$ cat src/rtl/uart_rxbuf_pkg.sv
package uart_rxbuf_pkg;

   localparam int unsigned RXB_DEPTH = 2;

   typedef enum logic [1:0] {
      FILL_EMPTY = 2'd0,
      FILL_ONE   = 2'd1,
      FILL_TWO   = 2'd2
   } fill_e;

   // Fill level after an optional read; a read on an empty buffer is a no-op.
   function automatic fill_e fill_after_read(input fill_e cur, input logic rd);
      fill_e res;
      res = cur;
      if (rd) begin
         unique case (cur)
            FILL_TWO: res = FILL_ONE;
            FILL_ONE: res = FILL_EMPTY;
            default:  res = FILL_EMPTY;
         endcase
      end
      return res;
   endfunction

   function automatic fill_e fill_after_write(input fill_e cur);
      fill_e res;
      unique case (cur)
         FILL_EMPTY: res = FILL_ONE;
         default:    res = FILL_TWO;
      endcase
      return res;
   endfunction

endpackage

$ cat src/rtl/rxbuf_ctrl.sv
module rxbuf_ctrl
   import uart_rxbuf_pkg::*;
(
   input  logic  clk,
   input  logic  rst_n,
   input  logic  sw_rst,
   input  logic  rx_done,
   input  logic  rd_stb,
   output fill_e fill_q,
   output logic  pop,
   output logic  wr_en,
   output logic  wr_slot,
   output logic  ev_load1_q,
   output logic  ev_load2_q,
   output logic  ev_ovr_q
);

   fill_e after_rd;
   fill_e fill_d;
   logic  ovr;

   always_comb begin
      pop      = rd_stb && (fill_q != FILL_EMPTY) && !sw_rst;
      after_rd = fill_after_read(fill_q, pop);
      wr_en    = rx_done && !sw_rst && (after_rd != FILL_TWO);
      ovr      = rx_done && !sw_rst && (after_rd == FILL_TWO);
      wr_slot  = (after_rd == FILL_ONE);
      if (sw_rst)     fill_d = FILL_EMPTY;
      else if (wr_en) fill_d = fill_after_write(after_rd);
      else            fill_d = after_rd;
   end

   always_ff @(posedge clk or negedge rst_n) begin
      if (!rst_n) begin
         fill_q     <= FILL_EMPTY;
         ev_load1_q <= 1'b0;
         ev_load2_q <= 1'b0;
         ev_ovr_q   <= 1'b0;
      end else begin
         fill_q     <= fill_d;
         ev_load1_q <= wr_en && (after_rd == FILL_EMPTY);
         ev_load2_q <= wr_en && (after_rd == FILL_ONE);
         ev_ovr_q   <= ovr;
      end
   end

endmodule

$ cat src/rtl/rxbuf_store.sv
module rxbuf_store
   import uart_rxbuf_pkg::*;
#(
   parameter int unsigned DATA_W = 8,
   localparam int unsigned ENT_W = DATA_W + 2
) (
   input  logic             clk,
   input  logic             rst_n,
   input  logic             sw_rst,
   input  logic             wr_en,
   input  logic             wr_slot,
   input  logic             pop,
   input  logic [ENT_W-1:0] wr_ent,
   output logic [ENT_W-1:0] head_ent
);

   logic [ENT_W-1:0] ent_q [RXB_DEPTH];

   // Entry 0 is always the oldest; a read shifts entry 1 down.
   for (genvar i = 0; i < RXB_DEPTH; i++) begin : g_ent
      logic [ENT_W-1:0] shift_in;
      logic             wr_here;

      if (i == RXB_DEPTH - 1) begin : g_tail
         assign shift_in = '0;
      end else begin : g_mid
         assign shift_in = ent_q[i+1];
      end

      assign wr_here = wr_en && (int'(wr_slot) == i);

      always_ff @(posedge clk or negedge rst_n) begin
         if (!rst_n)       ent_q[i] <= '0;
         else if (sw_rst)  ent_q[i] <= '0;
         else if (wr_here) ent_q[i] <= wr_ent;
         else if (pop)     ent_q[i] <= shift_in;
      end
   end

   assign head_ent = ent_q[0];

endmodule

$ cat src/rtl/rxbuf_rdport.sv
module rxbuf_rdport #(
   parameter int unsigned DATA_W = 8,
   localparam int unsigned ENT_W = DATA_W + 2
) (
   input  logic              clk,
   input  logic              rst_n,
   input  logic              sw_rst,
   input  logic              pop,
   input  logic [ENT_W-1:0]  head_ent,
   output logic [DATA_W-1:0] rd_data_q,
   output logic              rd_fe_q,
   output logic              rd_pe_q,
   output logic              clr_fe_q,
   output logic              clr_pe_q
);

   logic [DATA_W-1:0] head_data;
   logic              head_fe;
   logic              head_pe;

   assign {head_pe, head_fe, head_data} = head_ent;

   always_ff @(posedge clk or negedge rst_n) begin
      if (!rst_n) begin
         rd_data_q <= '0;
         rd_fe_q   <= 1'b0;
         rd_pe_q   <= 1'b0;
      end else if (pop) begin
         rd_data_q <= head_data;
         rd_fe_q   <= head_fe;
         rd_pe_q   <= head_pe;
      end
   end

   always_ff @(posedge clk or negedge rst_n) begin
      if (!rst_n) begin
         clr_fe_q <= 1'b0;
         clr_pe_q <= 1'b0;
      end else begin
         clr_fe_q <= pop && head_fe && !sw_rst;
         clr_pe_q <= pop && head_pe && !sw_rst;
      end
   end

endmodule

$ cat src/rtl/uart_rxbuf.sv
module uart_rxbuf
   import uart_rxbuf_pkg::*;
#(
   parameter int unsigned DATA_W = 8
) (
   input  logic              clk,
   input  logic              rst_n,
   input  logic              sw_rst,
   input  logic              rx_done,
   input  logic [DATA_W-1:0] rx_data,
   input  logic              rx_frm_err,
   input  logic              rx_par_err,
   input  logic              rd_stb,
   output logic [DATA_W-1:0] rd_data,
   output logic              rd_frm_err,
   output logic              rd_par_err,
   output logic [1:0]        fill_lvl,
   output logic              one_full,
   output logic              two_full,
   output logic              ev_load1,
   output logic              ev_load2,
   output logic              ev_ovr,
   output logic              clr_fe,
   output logic              clr_pe
);

   localparam int unsigned ENT_W = DATA_W + 2;

   if (DATA_W < 5 || DATA_W > 9) begin : g_bad_width
      $error("uart_rxbuf: DATA_W must lie in 5..9");
   end

   fill_e            fill_q;
   logic             pop;
   logic             wr_en;
   logic             wr_slot;
   logic [ENT_W-1:0] head_ent;

   rxbuf_ctrl u_ctrl (
      .clk        (clk),
      .rst_n      (rst_n),
      .sw_rst     (sw_rst),
      .rx_done    (rx_done),
      .rd_stb     (rd_stb),
      .fill_q     (fill_q),
      .pop        (pop),
      .wr_en      (wr_en),
      .wr_slot    (wr_slot),
      .ev_load1_q (ev_load1),
      .ev_load2_q (ev_load2),
      .ev_ovr_q   (ev_ovr)
   );

   rxbuf_store #(.DATA_W(DATA_W)) u_store (
      .clk      (clk),
      .rst_n    (rst_n),
      .sw_rst   (sw_rst),
      .wr_en    (wr_en),
      .wr_slot  (wr_slot),
      .pop      (pop),
      .wr_ent   ({rx_par_err, rx_frm_err, rx_data}),
      .head_ent (head_ent)
   );

   rxbuf_rdport #(.DATA_W(DATA_W)) u_rdport (
      .clk       (clk),
      .rst_n     (rst_n),
      .sw_rst    (sw_rst),
      .pop       (pop),
      .head_ent  (head_ent),
      .rd_data_q (rd_data),
      .rd_fe_q   (rd_frm_err),
      .rd_pe_q   (rd_par_err),
      .clr_fe_q  (clr_fe),
      .clr_pe_q  (clr_pe)
   );

   assign fill_lvl = fill_q;
   assign one_full = (fill_q != FILL_EMPTY);
   assign two_full = (fill_q == FILL_TWO);

endmodule

$ cat config.mk
export PLATFORM = sky130hd
export DESIGN_NAME = uart_rxbuf
export DESIGN_NICKNAME = d
export VERILOG_FILES = /design/src/rtl/uart_rxbuf_pkg.sv /design/src/rtl/rxbuf_ctrl.sv /design/src/rtl/rxbuf_store.sv /design/src/rtl/rxbuf_rdport.sv /design/src/rtl/uart_rxbuf.sv
export SDC_FILE = /design/constraint.sdc
export NUM_CORES = 1
export LEC_CHECK = 0
export CAP_MARGIN = 10
export CORE_UTILIZATION = 45
export CTS_CLUSTER_DIAMETER = 30
export DETAILED_ROUTE_END_ITERATION = 16
export PLACE_DENSITY = 0.82
export SYNTH_ARGS = -nofsm -noshare
export SYNTH_HDL_FRONTEND = slang
export SYNTH_SLANG_ARGS = --single-unit
$ cat constraint.sdc
create_clock -name clk -period 1.8 [get_ports clk]
set_input_delay 0.45 -clock clk [delete_from_list [all_inputs] [get_ports clk]]
set_output_delay 0.45 -clock clk [all_outputs]
set_load 0.03 [all_outputs]
==> impl_metrics.py <==
metrics = {
    "flow_run": {
        "cap_violations": 0,
    },
    "power": {
        "ir_worst_vdd_mv": 0.3732,
        "power_density_mw_per_mm2": 773.3,
        "cellLeakagePower_uw": 0.001075,
    },
    "worst_setup_path": {
        "cp_num_buf_inv": 2,
        "cp-start-kind": "flip-flop",
        "critPathRequiredTime_ns": 1.35,
        "path_depth": 3,
        "cp_max_fo": 5,
        "max_stage_delay_ns": 0.41,
        "worst_setup_path_end_kind": "output pin",
        "crit_type": "reg2out",
        "critPathTopFamily": "flip-flops",
        "cpMaxStageDelayCell": "dfrtp_2",
        "cp_cell_sequence": "buf_4, or2_4, buf_6",
        "arrival_ns": 1.28,
        "ff2ff_path_depth": 6,
    },
    "cts": {
        "clkTransAtPathRegs_ns": 0.10,
        "clk_latency_ns": 0.33,
        "cts_made_buffers": 5,
        "cts_root_buf": "clkbuf_4",
        "clock_path_buffers": 2,
        "clock-sinks": 37,
        "htreeDepth": 2,
        "tritoncts": "yes",
    },
    "synthesis": {
        "syn_nets": 143,
        "postSynthCellCount": 128,
        "synth_mux_area_frac": 0.1474,
        "synth_top_area_cell": "dfrtp_1",
        "synth-simple-area-share": 0.09877,
        "synth_warnings": 0,
        "syn-cell-area_mm2": 0.001622,
        "synth_top_family_by_area": "multiplexers",
        "ys_seq_area_frac": 0.5710,
        "ys_top_cells_by_area": "dfrtp_1 57%, mux2_4 6.5%, mux2i_1 6.2%",
        "yosysUniqueCellTypes": 31,
        "synthAdderAreaFrac": 0,
        "syn_area_per_cell_um2": 12.67,
        "synth_xor_area_frac": 0.005401,
        "synth.top_cell.area_share": 0.5710,
        "synth_compound_area_frac": 0.1235,
        "ys_ff_latch": 37,
    },
    "detailed_routing": {
        "wl_met1_um": 1335,
        "dr.first_iter.drc_count": 25,
        "vias": 1137,
        "top_layer_used": "met4",
        "antenna_left": 0,
        "totalWireLength_um": 3045,
        "met3WireLength_um": 144,
        "route.detailed.wl_per_inst_um": 14.03,
        "via_per_inst": 5.240,
        "dr_wl_met2_um": 1499,
        "first_pass_iters": 6,
        "drcViolationCount": 0,
    },
    "sta": {
        "worst_pin_slew_ns": 0.4626,
        "grt_setup_unrepaired": "no",
        "slew_violations": 0,
        "max_clock_freq_mhz": 577.8,
        "skew_ns": 0.009220,
        "final-setup-viol-count": 0,
        "finalHoldViolations": 0,
        "hold_slack_ns": 0.4999,
        "timing.final.crit_share": 0.9615,
        "finalCriticalPeriod_ns": 1.731,
        "slew-limit-headroom": 0.6916,
    },
    "floorplan": {
        "core_area_mm2": 0.003390,
        "die_w_um": 62.03,
        "rows": 21,
        "start_util": 0.4784,
        "die-height_um": 62.03,
        "dieArea_mm2": 0.003848,
        "ioPinCount": 34,
    },
    "status": {
        "status": "complete, no violations",
    },
    "finish": {
        "num-fill-cells": 247,
        "nNetsFinal": 187,
        "drive_gt1_frac": 0.2573,
        "synthToLayoutAreaGrowth_pct": 29.55,
        "post-route-cell-area_mm2": 0.002101,
        "diodes": 0,
    },
    "place": {
        "detailedPlacementHpwl_um": 2233,
        "dpl_cell_area_mm2": 0.002021,
        "port_buffers": 33,
        "gp_congestion": 0.7309,
    },
    "global_routing": {
        "grt_pass1_wl_um": 5133,
        "grt_pass1_vias": 1144,
        "antenna_found_initial": 0,
        "grt_max_degree": 38,
        "grt_use_total": 0.1899,
        "grt_overflow": 0,
    },
    "worst_hold_path": {
        "min_path_cells": 2,
        "hp-class": "reg2reg",
    },
}
==> routing by layer <==
| layer | track usage | vias up |
|---|---|---|
| li1 | - | 538 |
| met1 | 0.2285 | 559 |
| met2 | 0.3116 | 33 |
| met3 | 0.06418 | 7 |
| met4 | 0.07937 | 0 |
| met5 | 0 | - |
==> flip-flops by register name, summed over array words and instances, names as in the netlist <==
signal,cells
u_ctrl.ev_load1_q,1
u_ctrl.ev_load2_q,1
u_ctrl.ev_ovr_q,1
u_ctrl.fill_q,2
u_rdport.clr_fe_q,1
u_rdport.clr_pe_q,1
u_rdport.rd_data_q,8
u_rdport.rd_fe_q,1
u_rdport.rd_pe_q,1
u_store.g_ent.shift_in,10
u_store.head_ent,10
==> kinds of logic after synthesis <==
| group | Yosys count |
|---|---|
| muxes | 20 |
| buffers and inverters | 11 |
| xor gates and xnor gates | 1 |
| AOI/OAI and AO/OA | 30 |
| DFF | 37 |
| and+or+nand+nor | 29 |
==> path summary, 6_finish.rpt <==
path / start / to / slack, ns
worst max-delay path: u_ctrl.fill_q[1] / one_full / 0.07
worst min register to register: u_store.head_ent[1] / u_store.head_ent[1] / 0.50
worst min-delay path: u_store.head_ent[1] / u_store.head_ent[1] / 0.50
max in group asynchronous: rst_n / u_ctrl.fill_q[0] / 0.93
min in group asynchronous: rst_n / u_rdport.rd_fe_q / 0.52
worst max register to register: u_ctrl.fill_q[1] / u_store.head_ent[8] / 0.16
==> synth_stat cells <==
cell / count
dfrtp_1: 37
nand2_1: 13
a22o_1: 10
mux2i_1: 10
o21ai_1: 10
mux2_4: 7
a21oi_1: 5
buf_6: 3
mux2_2: 3
nor2_1: 3
and2_2: 2
buf_2: 2
inv_1: 2
nand2b_1: 2
o21ai_0: 2
or2_2: 2
a211oi_1: 1
a21oi_2: 1
and2b_2: 1
and3b_1: 1
buf_12: 1
buf_4: 1
clkbuf_1: 1
clkbuf_2: 1
nand2b_2: 1
nor3b_2: 1
nor4_1: 1
o221a_2: 1
or2_1: 1
or3b_1: 1
xor2_1: 1
==> metrics by stage <==
stage	setup WS (ns)	power [µW]	instances	util	setup TNS (ns)
after CTS	0.0008048	1638	217	0.6154	0
after global placement	-0.4503	1255	209	0.5962	-6.767
after floorplan	0.001824	1119	128	-	0
after global routing	0.006851	1718	217	0.6198	0
final	0.06932	1625	217	0.6198	0
after detailed placement	-0.5935	1269	209	0.5962	-9.153
==> final cells by class <==
class	count	area, µm²	share of cell area
clock inverter	1	5.005	0.002382
inverter	2	7.507	0.003574
tap	46	57.56	0.02740
timing repair buffer	46	447.9	0.2132
sequential	37	928.4	0.4419
clock buffer	5	37.54	0.01787
multi-input combinational	80	616.8	0.2936
==> worst min-delay path: stages, from the launching register on <==
cell,delay [ns]
dfrtp_1,0.36
nand2_1,0.05
o21ai_1,0.06
==> cells in the final DEF, fill, tap and decap left out, types with 2 or more instances in the layout <==
cell type and count:
buf_12 2, mux2_2 3, clkdlybuf4s50_1 14, buf_4 12, nand2b_1 2, a21oi_1 5
dfrtp_2 2, mux2_4 7, a22o_1 10, clkbuf_4 5, nor2_1 3, nand2_1 13
or2_2 2, inv_1 2, and2_2 2, dlymetal6s2s_1 4, o21ai_0 2, o21ai_1 10
dlygate4sd2_1 12, mux2i_1 10, dfrtp_1 35
==> power breakdown <==
part	internal, µW	leakage [µW]	switching (µW)
clock	135	0.0000269	244
sequential	878	0.000506	28.0
combinational	158	0.000543	180
==> timing repair <==
action	in CTS	in global routing
endpoints found under the setup margin	24	6
resized for setup	17	6
pin swaps	1	1
hold buffers	0	0
hold endpoints to repair	0	0
setup buffers	2	0
No activity file was read; power rests on OpenSTA's default activity.
